$ cat config.mk
export PLATFORM = sky130hd
export DESIGN_NAME = dma_page_addr
export DESIGN_NICKNAME = d
export VERILOG_FILES = /design/src/rtl/dma_pg_pkg.sv /design/src/rtl/pg_port_decode.sv /design/src/rtl/pg_bank.sv /design/src/rtl/pg_addr_gen.sv /design/src/rtl/dma_page_addr.sv
export SDC_FILE = /design/constraint.sdc
export NUM_CORES = 1
export LEC_CHECK = 0
export BUFFER_PORTS_ARGS = -buffer_cell sky130_fd_sc_hd__buf_4
export CORE_MARGIN = 2
export CORE_UTILIZATION = 52
export CTS_CLUSTER_SIZE = 16
export DETAILED_ROUTE_END_ITERATION = 12
export PLACE_DENSITY = 0.71
export SLEW_MARGIN = 20
export SYNTH_ARGS = -nofsm -noshare
export SYNTH_HDL_FRONTEND = slang
export SYNTH_SLANG_ARGS = --single-unit
$ cat constraint.sdc
create_clock -name clk -period 3.98 [get_ports clk]
set_input_delay 0.796 -clock clk [delete_from_list [all_inputs] [get_ports clk]]
set_output_delay 0.796 -clock clk [all_outputs]
set_load 0.005 [all_outputs]
$ cat src/rtl/dma_pg_pkg.sv
package dma_pg_pkg;

    localparam int NCH    = 4;
    localparam int CH_W   = 2;
    localparam int OFS_W  = 3;
    localparam int BYTE_W = 8;

    typedef struct packed {
        logic            hit;
        logic [CH_W-1:0] ch;
    } ofs_dec_t;

    // sparse offset to channel map; unlisted offsets miss
    function automatic ofs_dec_t map_ofs(input logic [OFS_W-1:0] ofs);
        ofs_dec_t r;
        r.hit = 1'b1;
        r.ch  = '0;
        case (ofs)
            3'd1:    r.ch = 2'd2;
            3'd2:    r.ch = 2'd3;
            3'd3:    r.ch = 2'd1;
            3'd7:    r.ch = 2'd0;
            default: r.hit = 1'b0;
        endcase
        return r;
    endfunction

endpackage

$ cat src/rtl/pg_port_decode.sv
module pg_port_decode
    import dma_pg_pkg::*;
(
    input  logic [OFS_W-1:0] ofs,
    output logic             hit,
    output logic [CH_W-1:0]  ch
);
    ofs_dec_t dec;

    always_comb begin
        dec = map_ofs(ofs);
        hit = dec.hit;
        ch  = dec.ch;
    end
endmodule

$ cat src/rtl/pg_bank.sv
module pg_bank #(
    parameter int N_CH = 4,
    parameter int DW   = 8,
    parameter bit EN   = 1'b1,
    localparam int SEL_W = $clog2(N_CH)
) (
    input  logic                      clk,
    input  logic                      rst_n,
    input  logic                      wr_en,
    input  logic [SEL_W-1:0]          wr_ch,
    input  logic [DW-1:0]             wdata,
    output logic [N_CH-1:0][DW-1:0]   regs_q
);
    generate
        if (EN) begin : g_on
            logic [N_CH-1:0][DW-1:0] regs_d;

            always_comb begin
                regs_d = regs_q;
                if (wr_en) begin
                    regs_d[wr_ch] = wdata;
                end
            end

            always_ff @(posedge clk) begin
                if (!rst_n) begin
                    regs_q <= '0;
                end else begin
                    regs_q <= regs_d;
                end
            end

            // a register bank with no write strobe holds its contents
            p_hold_r1: assert property (@(posedge clk) disable iff (!rst_n)
                !wr_en |=> $stable(regs_q));
        end else begin : g_off
            logic unused_in;
            assign unused_in = ^{clk, rst_n, wr_en, wr_ch, wdata};
            assign regs_q    = '0;
        end
    endgenerate
endmodule

$ cat src/rtl/pg_addr_gen.sv
module pg_addr_gen #(
    parameter int AW   = 16,
    parameter int PW   = 8,
    parameter int HW   = 7,
    parameter int CW   = 16,
    parameter int WIDE = 1,
    localparam int PHYS_W = HW + PW + AW,
    localparam int LEN_W  = CW + 1 + WIDE
) (
    input  logic              clk,
    input  logic              rst_n,
    input  logic              start,
    input  logic              dec_mode,
    input  logic [HW-1:0]     hpage,
    input  logic [PW-1:0]     page,
    input  logic [AW-1:0]     cur,
    input  logic [CW-1:0]     bcnt,
    input  logic [AW-1:0]     pos,
    input  logic [AW-1:0]     len,
    output logic              vld,
    output logic              rev,
    output logic [PHYS_W-1:0] addr,
    output logic [LEN_W-1:0]  blen
);
    typedef struct packed {
        logic              vld;
        logic              rev;
        logic [PHYS_W-1:0] addr;
        logic [LEN_W-1:0]  blen;
    } res_t;

    res_t res_d, res_q;
    logic [PHYS_W-1:0] base_w, pos_w, len_w;
    logic [LEN_W-1:0]  units;

    always_comb begin
        base_w = {hpage, page, cur};
        pos_w  = PHYS_W'(pos);
        len_w  = PHYS_W'(len);
        units  = LEN_W'(bcnt) + LEN_W'(1);

        res_d      = res_q;
        res_d.vld  = start;
        if (start) begin
            res_d.rev  = dec_mode;
            res_d.blen = units << WIDE;
            if (dec_mode) begin
                res_d.addr = base_w - pos_w - len_w;
            end else begin
                res_d.addr = base_w + pos_w;
            end
        end
    end

    always_ff @(posedge clk) begin
        if (!rst_n) begin
            res_q <= '0;
        end else begin
            res_q <= res_d;
        end
    end

    assign vld  = res_q.vld;
    assign rev  = res_q.rev;
    assign addr = res_q.addr;
    assign blen = res_q.blen;

    // the result pulse appears only right after a start strobe
    p_vld_after_start_r8: assert property (@(posedge clk) disable iff (!rst_n)
        vld |-> $past(start));
    // a start strobe always produces a result pulse
    p_start_gives_vld_r8: assert property (@(posedge clk) disable iff (!rst_n)
        start |=> vld);
    // the length is at least one transfer unit
    p_len_floor_r7: assert property (@(posedge clk) disable iff (!rst_n)
        vld |-> (blen >= (LEN_W'(1) << WIDE)));
endmodule

$ cat src/rtl/dma_page_addr.sv
module dma_page_addr
    import dma_pg_pkg::*;
#(
    parameter int WIDE    = 1,
    parameter bit HIGH_EN = 1'b1,
    parameter int AW      = 16,
    parameter int CW      = 16,
    localparam int HW     = BYTE_W - 1,
    localparam int PHYS_W = HW + BYTE_W + AW,
    localparam int LEN_W  = CW + 1 + WIDE
) (
    input  logic              clk,
    input  logic              rst_n,
    input  logic              host_wr,
    input  logic              host_hi_sel,
    input  logic [OFS_W-1:0]  host_ofs,
    input  logic [BYTE_W-1:0] host_wdata,
    output logic [BYTE_W-1:0] host_rdata,
    input  logic              step_start,
    input  logic [CH_W-1:0]   step_chan,
    input  logic [7:0]        mode,
    input  logic [AW-1:0]     cur_addr,
    input  logic [CW-1:0]     base_count,
    input  logic [AW-1:0]     burst_pos,
    input  logic [AW-1:0]     burst_len,
    output logic              addr_valid,
    output logic [PHYS_W-1:0] phys_addr,
    output logic              reverse,
    output logic [LEN_W-1:0]  blk_len
);
    localparam int DIR_BIT = 5;

    logic                         dec_hit;
    logic [CH_W-1:0]              dec_ch;
    logic                         pg_we, hp_we;
    logic [NCH-1:0][BYTE_W-1:0]   pg_q, hp_q;
    logic [BYTE_W-1:0]            rd_d;
    logic [BYTE_W-1:0]            sel_hp;
    logic                         unused_mode;

    pg_port_decode u_dec (
        .ofs (host_ofs),
        .hit (dec_hit),
        .ch  (dec_ch)
    );

    always_comb begin
        pg_we = host_wr && dec_hit && !host_hi_sel;
        hp_we = host_wr && dec_hit &&  host_hi_sel;
    end

    pg_bank #(.N_CH(NCH), .DW(BYTE_W), .EN(1'b1)) u_page (
        .clk    (clk),
        .rst_n  (rst_n),
        .wr_en  (pg_we),
        .wr_ch  (dec_ch),
        .wdata  (host_wdata),
        .regs_q (pg_q)
    );

    pg_bank #(.N_CH(NCH), .DW(BYTE_W), .EN(HIGH_EN)) u_hpage (
        .clk    (clk),
        .rst_n  (rst_n),
        .wr_en  (hp_we),
        .wr_ch  (dec_ch),
        .wdata  (host_wdata),
        .regs_q (hp_q)
    );

    always_comb begin
        rd_d = '0;
        if (dec_hit) begin
            rd_d = host_hi_sel ? hp_q[dec_ch] : pg_q[dec_ch];
        end
        host_rdata = rd_d;
        sel_hp     = hp_q[step_chan];
    end

    assign unused_mode = ^{mode[7:DIR_BIT+1], mode[DIR_BIT-1:0], sel_hp[BYTE_W-1]};

    pg_addr_gen #(
        .AW(AW), .PW(BYTE_W), .HW(HW), .CW(CW), .WIDE(WIDE)
    ) u_gen (
        .clk      (clk),
        .rst_n    (rst_n),
        .start    (step_start),
        .dec_mode (mode[DIR_BIT]),
        .hpage    (sel_hp[HW-1:0]),
        .page     (pg_q[step_chan]),
        .cur      (cur_addr),
        .bcnt     (base_count),
        .pos      (burst_pos),
        .len      (burst_len),
        .vld      (addr_valid),
        .rev      (reverse),
        .addr     (phys_addr),
        .blen     (blk_len)
    );

    // an offset that maps to no channel reads as zero
    p_invalid_rd_zero_r2: assert property (@(posedge clk) disable iff (!rst_n)
        !dec_hit |-> (host_rdata == '0));
    // with the high bank disabled the top address bits stay clear on a forward step
    p_hidis_top_zero_r3: assert property (@(posedge clk) disable iff (!rst_n)
        (!HIGH_EN && addr_valid && !reverse && $past(cur_addr) == '0 && $past(burst_pos) == '0)
        |-> (phys_addr[PHYS_W-1:PHYS_W-HW] == '0));
endmodule

==> run metrics, run 1 <==
Mean Syn Cell Area 8.64 um2; min cycle time layout 3.46 ns; CP top delay family compound AO/OA/AOI/OAI gates; fraction of layout cells with a size suffix above 1 19.9%; initial antenna violation count 0; post-synthesis mux area share 15.8%; sequential area share after synthesis 28.6%; Die X 128 um; Post-Synth Adder-Cell Area 9.90%; total vias in the final route 7223; post-synthesis compound-gate area fraction 18.4%; Mapped Nets 1067; multi-input logic area 0.00522 mm2; Post-DP HPWL 15700 um; first-pass GRT wire length 34600 um; Std-Cell Rows 45; Seq pwr share 32.6%; Slew Viols, Final 0; vias in the first global route 6789; Worst-Margin Slew 0.884 ns; TritonRoute pass-1 iters 7; Overflow after GRT 0; initial detailed-routing violation count 445; Sw Pwr 1110 uW; critical path type input pin to flop; # hold bufs at CTS 0; Worst Path Arrival 3.72 ns; final number of setup-violating endpoints 0; slowest CP cell a211oi_1; full die area 0.0164 mm2; status complete, no violations; most frequent cell after synthesis nor2_1; most used flip-flop cell after synthesis dfxtp_1; GP Congestion 0.900; crit path capture type flop; Setup crit start burst_pos[2]; ant diodes 0; largest cells by area after synthesis dfxtp_1 (29%), mux2i_1 (11%), nor2_1 (6.5%), ha_1 (5.6%), a21oi_1 (4.6%); Commonest cells post-synth nor2_1 (138), dfxtp_1 (114), mux2i_1 (90), a21oi_1 (73), inv_1 (51); Gate Count Post-Synth 924; Synth Area in XOR/XNOR 5.37%; largest family of logic cells by synthesized area compound AO/OA/AOI/OAI gates; Max stage delay on crit path 0.53 ns; Crit Path Max Fanout 5; Num CTS Buffers 17; Slew headroom 41.1%; largest area contributor in the netlist dfxtp_1; Worst Skew 0.0161 ns; setup bufs post-CTS 0; worst min path class flop to flop; synth warn 0; Vias/cell 5.81; WL/cell 17.4 um; setup TNS 0 ns; Area Growth Syn to Fin 21.5%; Switching Share 29.4%; largest net degree at the start of global routing 92; Total Power 3770 uW; Max Cap Violations 0; RSZ-0062 raised after global routing no; Yosys reg bits 114; Die Height 128 um; Leakage Power 0.00439 uW; Final Net Count 1186; Worst EP required 4.24 ns; post-synthesis instance area 0.00799 mm2; clock sink total 114; clock latency on the worst-skew pair 0.42 ns; post-CTS sizing 0; # fillers 1309; port bufs 140; Reg clk slew, reported paths 0.05 ns; Max VDD drop 0.381 mV; critical path cell sequence buf_4, inv_1, fa_1, ha_1, nor2b_1, o31ai_1, a21oi_1, a211oi_1, a32oi_1, a21oi_1, xnor2_1, a21oi_1; Comb power frac 26.5%; most numerous cell on the critical path a21oi_1; CTS tree done; Cell variety after synth 69; core area 0.0151 mm2; ys async rst share 0%; IO Pins 149; Worst Setup Start Kind input pin; Initial Util 52.9%; Clock Tree Root clkbuf_16; post-synth top area share 28.6%; min-delay src u_gen.addr[13]$_SDFFE_PN0P_; htree depth 4; fmax 289 MHz; worst r2r src u_page.regs_q[0]$_SDFFE_PN0P_; GRT Util Overall 26.7%; Final period util 86.8%; Antenna Nets Post-Route 0; clock buffer depth 2; Residual DRC 0; Final Hold Fails 0; Detailed Route WL 21700 um; register area 0.00228 mm2; Post-synth EDFFs 0; Simple-Gate Fraction of Synth Area 15.9%; Pint 2660 uW; Critical path buffers and inverters 2; Pwr per Cell Area 389 mW/mm2; clock network power share 40.9%
-- flip-flops by register name, summed over array words and instances (netlist names) --
| name | count |
|---|---|
| u_gen.addr | 31 |
| u_gen.vld | 1 |
| u_hpage.regs_q | 32 |
| u_gen.rev | 1 |
| u_gen.blen | 17 |
| u_page.regs_q | 32 |
-- power groups by stage --
stage,logic [uW],clock network [uW],registers (uW)
floorplan,653,0,1250
global placement,982,0,1250
detailed placement,988,0,1250
CTS,994,1560,1230
global route,1100,1610,1240
finish,999,1540,1230
-- routing by layer --
metal	vias up	track usage (%)	part of all wire, %
li1	3566	-	-
met1	3349	33.7	44
met2	274	45.5	48
met3	34	5.47	6.6
met4	0	9.18	2.0
met5	-	0	0
-- cells by family after synthesis --
group / Yosys count
AO/OA/AOI/OAI: 228
XOR/XNOR: 49
adder cells (fa/ha/maj): 53
buffers and inverters: 107
flip-flops: 114
multiplexers: 105
other: 1
AND/OR/NAND/NOR: 267
-- final cells by class --
class	instances	area share [%]
sequential	114	23.5
clock buffer	21	4.74
clock inverter	11	1.39
timing repair buffer	155	12.1
tap	188	2.42
inverter	52	2.01
multi-input combinational	703	53.8
-- worst reg2reg max path, cell delays in order, from the launching register on --
cell	delay, ns
dfxtp_1	0.32
mux4_4	0.69
ha_1	0.41
and4_1	0.26
and3_1	0.22
a211oi_1	0.47
a32oi_1	0.25
a21oi_1	0.25
xnor2_1	0.14
a21oi_1	0.08
-- cells in the final DEF (no fill, tap or decap), types with 3 or more instances in the layout --
| cell type | count |
|---|---|
| bufinv_16 | 3 |
| nand2b_1 | 13 |
| buf_4 | 154 |
| xnor2_1 | 32 |
| a311oi_1 | 3 |
| dfxtp_1 | 114 |
| or3_1 | 9 |
| a32oi_1 | 3 |
| o21bai_1 | 4 |
| o21a_1 | 6 |
| fa_1 | 17 |
| a31oi_1 | 8 |
| nand3b_1 | 4 |
| nand2_1 | 37 |
| and3_1 | 11 |
| a211oi_1 | 24 |
| nor2_1 | 138 |
| mux2i_1 | 90 |
| ha_1 | 36 |
| clkbuf_16 | 17 |
| mux4_2 | 8 |
| o221ai_1 | 16 |
| clkinv_2 | 6 |
| o211ai_1 | 6 |
| nor3_1 | 7 |
| a21oi_1 | 73 |
| or4_1 | 3 |
| a21o_1 | 18 |
| mux4_1 | 5 |
| xor2_1 | 17 |
| o21ai_0 | 45 |
| and4_1 | 3 |
| nand3_1 | 21 |
| o31ai_1 | 3 |
| nand4_1 | 4 |
| inv_1 | 50 |
-- stage by stage --
stage               cells  setup WS, ns  util [%]  hold slack, ns  area, um2
floorplan             924         0.465         -           0.460       7990
global placement     1212         0.167      60.4           0.457       9110
detailed placement   1212         0.140      60.4           0.470       9110
CTS                  1244         0.564      64.3           0.479       9700
global route         1244         0.330      64.3           0.496       9700
finish               1244         0.523      64.3           0.477       9700
-- path summary, 6_finish.rpt --
check,endpoint,slack [ns],cells past startpoint
worst max register to register,u_gen.addr[26]$_SDFFE_PN0P_,0.73,9
worst min-delay path,u_gen.addr[13]$_SDFFE_PN0P_,0.48,2
worst min register to register,u_gen.addr[13]$_SDFFE_PN0P_,0.48,2
worst max-delay path,u_gen.addr[26]$_SDFFE_PN0P_,0.52,12
Power figures use the tool's default switching activity.
==> inputs of run 2 (changes only) <==
==> constraint.sdc (replaced) <==
create_clock -name clk -period 3.98 [get_ports clk]
set_input_delay 0.199 -clock clk [delete_from_list [all_inputs] [get_ports clk]]
set_output_delay 0.199 -clock clk [all_outputs]
set_load 0.005 [all_outputs]
==> run 2 against run 1 <==
Non-clock buffer count down 7. Total power down 3.0%. Worst setup slack better by 0.25 ns. Register-to-register slack better by 0.04 ns. Sequential power about the same. Largest cell class unchanged. Highest routed layer unchanged.
==> run metrics, run 2 (synthesis gave the netlist of run 1 again) <==
Die Height 128 um (unchanged); worst hold slack 0.0961 ns (-0.381 ns); CTS tree done; Area Growth Syn to Fin 20.3%; status complete, no violations; commonest non-fill, non-tap cell in the layout buf_4; full die area 0.0164 mm2 (unchanged); critical path type flop to flop; Leakage Power 0.00434 uW (-1.2%); WL/cell 17.5 um (+0.61%); r2r setup slk 0.77 ns (+0.04 ns); worst r2r src u_page.regs_q[0]$_SDFFE_PN0P_; commonest non-fill, non-tap cells in the layout buf_4 (147), nor2_1 (138), dfxtp_1 (114); Max Cap Violations 0 (unchanged); Initial Util 52.9% (unchanged); # fillers 1321 (+0.92%); multi-input logic area 0.00522 mm2 (unchanged); IO Pins 149 (unchanged); Crit Path Max Fanout 7 (+2); Worst EP required 4.23 ns (about the same); clock sink total 114 (unchanged); r2r worst-path depth 9 (unchanged); Worst Setup Start Kind flop; hold path cells 3 (+1); Antenna Nets Post-Route 0 (unchanged); min-delay src host_wdata[3]; GRT Util Overall 26.4% (-0.32 points); clock latency on the worst-skew pair 0.41 ns (about the same); initial antenna violation count 0 (unchanged); first-pass GRT wire length 34200 um (-0.98%); Die X 128 um (unchanged); clock buffer depth 2 (unchanged); Reg clk slew, reported paths 0.05 ns (about the same); Residual DRC 0 (unchanged); min cycle time layout 3.21 ns (-0.249 ns); Worst Skew 0.00912 ns (-0.00701 ns); Slew Viols, Final 0 (unchanged); Post-DP HPWL 15600 um (-0.77%); core area 0.0151 mm2 (unchanged); htree depth 4 (unchanged); Final Non-Filler Cells 1236 (-0.64%); Max VDD drop 0.374 mV (-1.7%); crit path capture type flop; final instance area 0.00961 mm2 (-1.0%); Overflow after GRT 0 (unchanged); Detailed Route WL 21700 um (about the same); Worst Hold End u_hpage.regs_q[3]$_SDFFE_PN0P_; Slew headroom 23.6% (-17 points); worst flop-to-flop path endpoint u_gen.addr[26]$_SDFFE_PN0P_; Final Net Count 1179 (-0.59%); largest net degree at the start of global routing 92 (unchanged); total vias in the final route 7185 (-0.53%); Worst-Margin Slew 1.14 ns (+0.258 ns); fraction of layout cells with a size suffix above 1 19.0% (-0.90 points); Final Hold Fails 0 (unchanged); ant diodes 0 (unchanged); Num CTS Buffers 17 (unchanged); register area 0.00228 mm2 (unchanged); Post-Place Cells 1204 (-0.66%); Worst Path Arrival 3.46 ns (-0.26 ns); fmax 312 MHz (+7.8%); initial detailed-routing violation count 475 (+6.7%); final number of setup-violating endpoints 0 (unchanged); port bufs 140 (unchanged); Final period util 80.6% (-6.3 points); RSZ-0062 raised after global routing no; worst min path class input pin to flop; Clock Tree Root clkbuf_16; Vias/cell 5.81 (+0.12%); Placement Cell Area 0.00904 mm2 (-0.80%); setup TNS 0 ns (unchanged); vias in the first global route 6714 (-1.1%); GP Congestion 0.886 (-1.6%); Std-Cell Rows 45 (unchanged); TritonRoute pass-1 iters 5 (-2); Pwr per Cell Area 381 mW/mm2 (-2.0%)
[run 2: layout make-up]
type,count,share of cell area (%)
Multi-Input combinational cell,703,54.3
Sequential cell,114,23.8
Timing Repair Buffer,148,11.6
Clock buffer,26,5.30
Tap cell,188,2.45
Inverter,52,2.03
Clock inverter,5,0.521
[run 2: per-stage QoR]
stage | setup WS, ns | utilization (%) | power [uW]
after global placement | 0.699 | 59.9 | 2220
after CTS | 0.787 | 63.7 | 3670
after global routing | 0.482 | 63.7 | 3840
after floorplan | 1.06 | - | 1910
final | 0.773 | 63.7 | 3660
after detailed placement | 0.656 | 59.9 | 2230
[run 2: worst max path at each step]
stage / from / end / slack [ns] / cells after the start
3_5_place_dp: burst_pos[2] / u_gen.addr[26]$_SDFFE_PN0P_ / 0.66 / 12
5_1_grt: u_page.regs_q[0]$_SDFFE_PN0P_ / u_gen.addr[23]$_SDFFE_PN0P_ / 0.48 / 9
6_report: u_page.regs_q[0]$_SDFFE_PN0P_ / u_gen.addr[26]$_SDFFE_PN0P_ / 0.77 / 9
4_1_cts: u_page.regs_q[24]$_SDFFE_PN0P_ / u_gen.addr[23]$_SDFFE_PN0P_ / 0.79 / 9
3_3_place_gp: burst_pos[2] / u_gen.addr[26]$_SDFFE_PN0P_ / 0.70 / 12
2_1_floorplan: step_chan[0] / u_gen.addr[23]$_SDFFE_PN0P_ / 1.06 / 11
[run 2: what timing repair did]
item | in CTS | in global routing
resized for setup | 0 | 0
setup buffers | 0 | 0
endpoints found under the hold margin | 1 | 0
hold buffers | 1 | 0
[run 2: critical path: stages (launching register included)]
cell and delay, ns:
dfxtp_1 0.32, mux4_4 0.67, ha_1 0.40, and4_1 0.25, and3_1 0.22, a211oi_1 0.45, a32oi_1 0.24, a21oi_1 0.26
xnor2_1 0.15, a21oi_1 0.08
[run 2: report_power, final]
part / leakage [uW] / internal, uW / switching [uW] / total [uW]
sequential: 0.000931 / 1200 / 30.9 / 1230
clock: 0.000280 / 932 / 503 / 1440
combinational: 0.00313 / 447 / 545 / 993
total: 0.00434 / 2580 / 1080 / 3660
[run 2: layer usage]
layer | part of all wire (%) | GRT usage (%)
met4 | 1.3 | 6.53
met5 | 0 | 0
met3 | 6.6 | 6.47
met1 | 44 | 34.2
met2 | 48 | 44.4
==> inputs of run 3 (changes only) <==
Settings changed: CORE_UTILIZATION 52 to 51, PLACE_DENSITY 0.71 to 0.73.
Clock period 3.98 ns to 2.8 ns, I/O delays scaled along.
==> run 3 against run 2 <==
Clock-buffer cell count fell by 5. Non-clock buffer count rose by 60. Sequential share of layout area fell by 1.3 points. Via count rose by 5.0%. Worst setup slack got worse by 0.66 ns. Clock skew fell by 0.00054 ns.
==> run metrics, run 3 (synthesis gave the netlist of run 1 again) <==
commonest non-fill, non-tap cell in the layout buf_4; clock buffer depth 2 (unchanged); Worst EP required 3.07 ns (-1.16 ns); clock sink total 114 (unchanged); crit path capture type flop; Vias/cell 5.72 (-1.7%); Worst Path Arrival 2.96 ns (-0.50 ns); setup TNS 0 ns (unchanged); RSZ-0062 raised after global routing yes; TritonRoute pass-1 iters 5 (unchanged); final number of setup-violating endpoints 0 (unchanged); port bufs 140 (unchanged); full die area 0.0167 mm2 (+1.9%); multi-input logic area 0.00531 mm2 (+1.8%); core area 0.0153 mm2 (+1.1%); Slew headroom 34.5% (+11 points); Final Net Count 1239 (+5.1%); Max VDD drop 0.464 mV (+24%); status complete, no violations; Overflow after GRT 0 (unchanged); worst min path class input pin to flop; Max Cap Violations 0 (unchanged); IO Pins 149 (unchanged); r2r worst-path depth 10 (+1); Clock Tree Root clkbuf_16; Initial Util 52.3% (-0.59 points); Std-Cell Rows 45 (unchanged); Worst Setup Start Kind flop; PnR worst setup slack 0.111 ns (-0.662 ns); Detailed Route WL 22600 um (+4.4%); ant diodes 0 (unchanged); initial antenna violation count 0 (unchanged); setup bufs post-CTS 0 (unchanged); largest net degree at the start of global routing 68 (-26%); fraction of layout cells with a size suffix above 1 24.9% (+5.9 points); register area 0.00228 mm2 (+0.11%); final design utilization 66.7% (+3.1 points); Die X 129 um (+0.95%); # fillers 1294 (-2.0%); Placement Cell Area 0.00954 mm2 (+5.6%); GRT Util Overall 27.8% (+1.4 points); total vias in the final route 7545 (+5.0%); Slew Viols, Final 0 (unchanged); first-pass GRT wire length 36900 um (+7.9%); commonest non-fill, non-tap cells in the layout buf_4 (206), nor2_1 (137), dfxtp_1 (112); hold path cells 3 (unchanged); Num CTS Buffers 17 (unchanged); Leakage Power 0.00465 uW (+7.1%); Post-DP HPWL 16700 um (+6.9%); Reg clk slew, reported paths 0.06 ns (about the same); Worst Skew 0.00857 ns (-0.000544 ns); CTS tree done; Worst-Margin Slew 0.983 ns (-0.159 ns); min cycle time layout 2.69 ns (-0.518 ns); WL/cell 17.1 um (-2.2%); initial detailed-routing violation count 457 (-3.8%); Area Growth Syn to Fin 27.5%; Crit Path Max Fanout 4 (-3); htree depth 4 (unchanged); GP Congestion 0.900 (+1.6%); vias in the first global route 7373 (+9.8%); critical path type flop to flop; final instance area 0.0102 mm2 (+6.0%); Antenna Nets Post-Route 0 (unchanged); Final Hold Fails 0 (unchanged); fmax 372 MHz (+19%); Die Height 129 um (+0.95%); Final period util 96.0% (+15 points); Pwr per Cell Area 526 mW/mm2 (+38%); clock latency on the worst-skew pair 0.41 ns (about the same); DP Worst Slack -0.0966 ns (-0.753 ns); Residual DRC 0 (unchanged)
==> run 3: worst paths after layout <==
kind / from / endpoint / slack, ns
setup reg to reg: u_page.regs_q[8]$_SDFFE_PN0P_ / u_gen.addr[26]$_SDFFE_PN0P_ / 0.11
setup / recovery: u_page.regs_q[8]$_SDFFE_PN0P_ / u_gen.addr[26]$_SDFFE_PN0P_ / 0.11
hold / removal: base_count[13] / u_gen.blen[14]$_SDFFE_PN0P_ / 0.04
hold reg to reg: u_gen.blen[1]$_SDFFE_PN0P_ / u_gen.blen[1]$_SDFFE_PN0P_ / 0.48
==> run 3: per-stage QoR <==
step	power, uW	hold WS (ns)	instances
2_1_floorplan	2720	0.239	924
3_3_place_gp	3300	0.351	1287
3_5_place_dp	3320	0.353	1287
4_1_cts	5350	0.0285	1320
5_1_grt	5610	0.0434	1320
6_report	5350	0.0447	1320
==> run 3: critical path, cell delays in order (launching register included) <==
cell and delay (ns):
dfxtp_2 0.32, mux4_4 0.62, ha_4 0.25, buf_4 0.15, a21oi_1 0.13, o21ai_1 0.19, a211oi_4 0.30, a32oi_2 0.17
a21oi_1 0.19, xnor2_1 0.14, a21oi_1 0.08
==> run 3: layout make-up <==
| type | instances | area share [%] |
|---|---|---|
| clock buffers | 21 | 4.52 |
| repair buffers | 208 | 15.5 |
| multi-input cells | 703 | 52.2 |
| clock inverters | 11 | 0.860 |
| well taps | 211 | 2.59 |
| flip-flops and latches | 114 | 22.4 |
| inverters | 52 | 1.92 |
==> run 3: power breakdown <==
group / total, uW / switching [uW] / internal, uW
Sequential: 1750 / 48.8 / 1700
Clock: 2010 / 761 / 1250
Combinational: 1590 / 824 / 763
Total: 5350 / 1630 / 3720
==> run 3: timing repair <==
action                     4_1_cts  5_1_grt
setup endpoints to repair        9       13
pin swaps                        2        6
hold buffers                     1        0
hold endpoints to repair         1        0
gates resized for setup         12        8
==> run 3: layer usage <==
metal | vias to the layer above | track usage [%] | routed length (um)
li1 | 3660 | - | -
met1 | 3556 | 35.2 | 9700
met2 | 299 | 48.3 | 11000
met3 | 30 | 5.62 | 1660
met4 | 0 | 7.54 | 287
met5 | - | 0 | 0
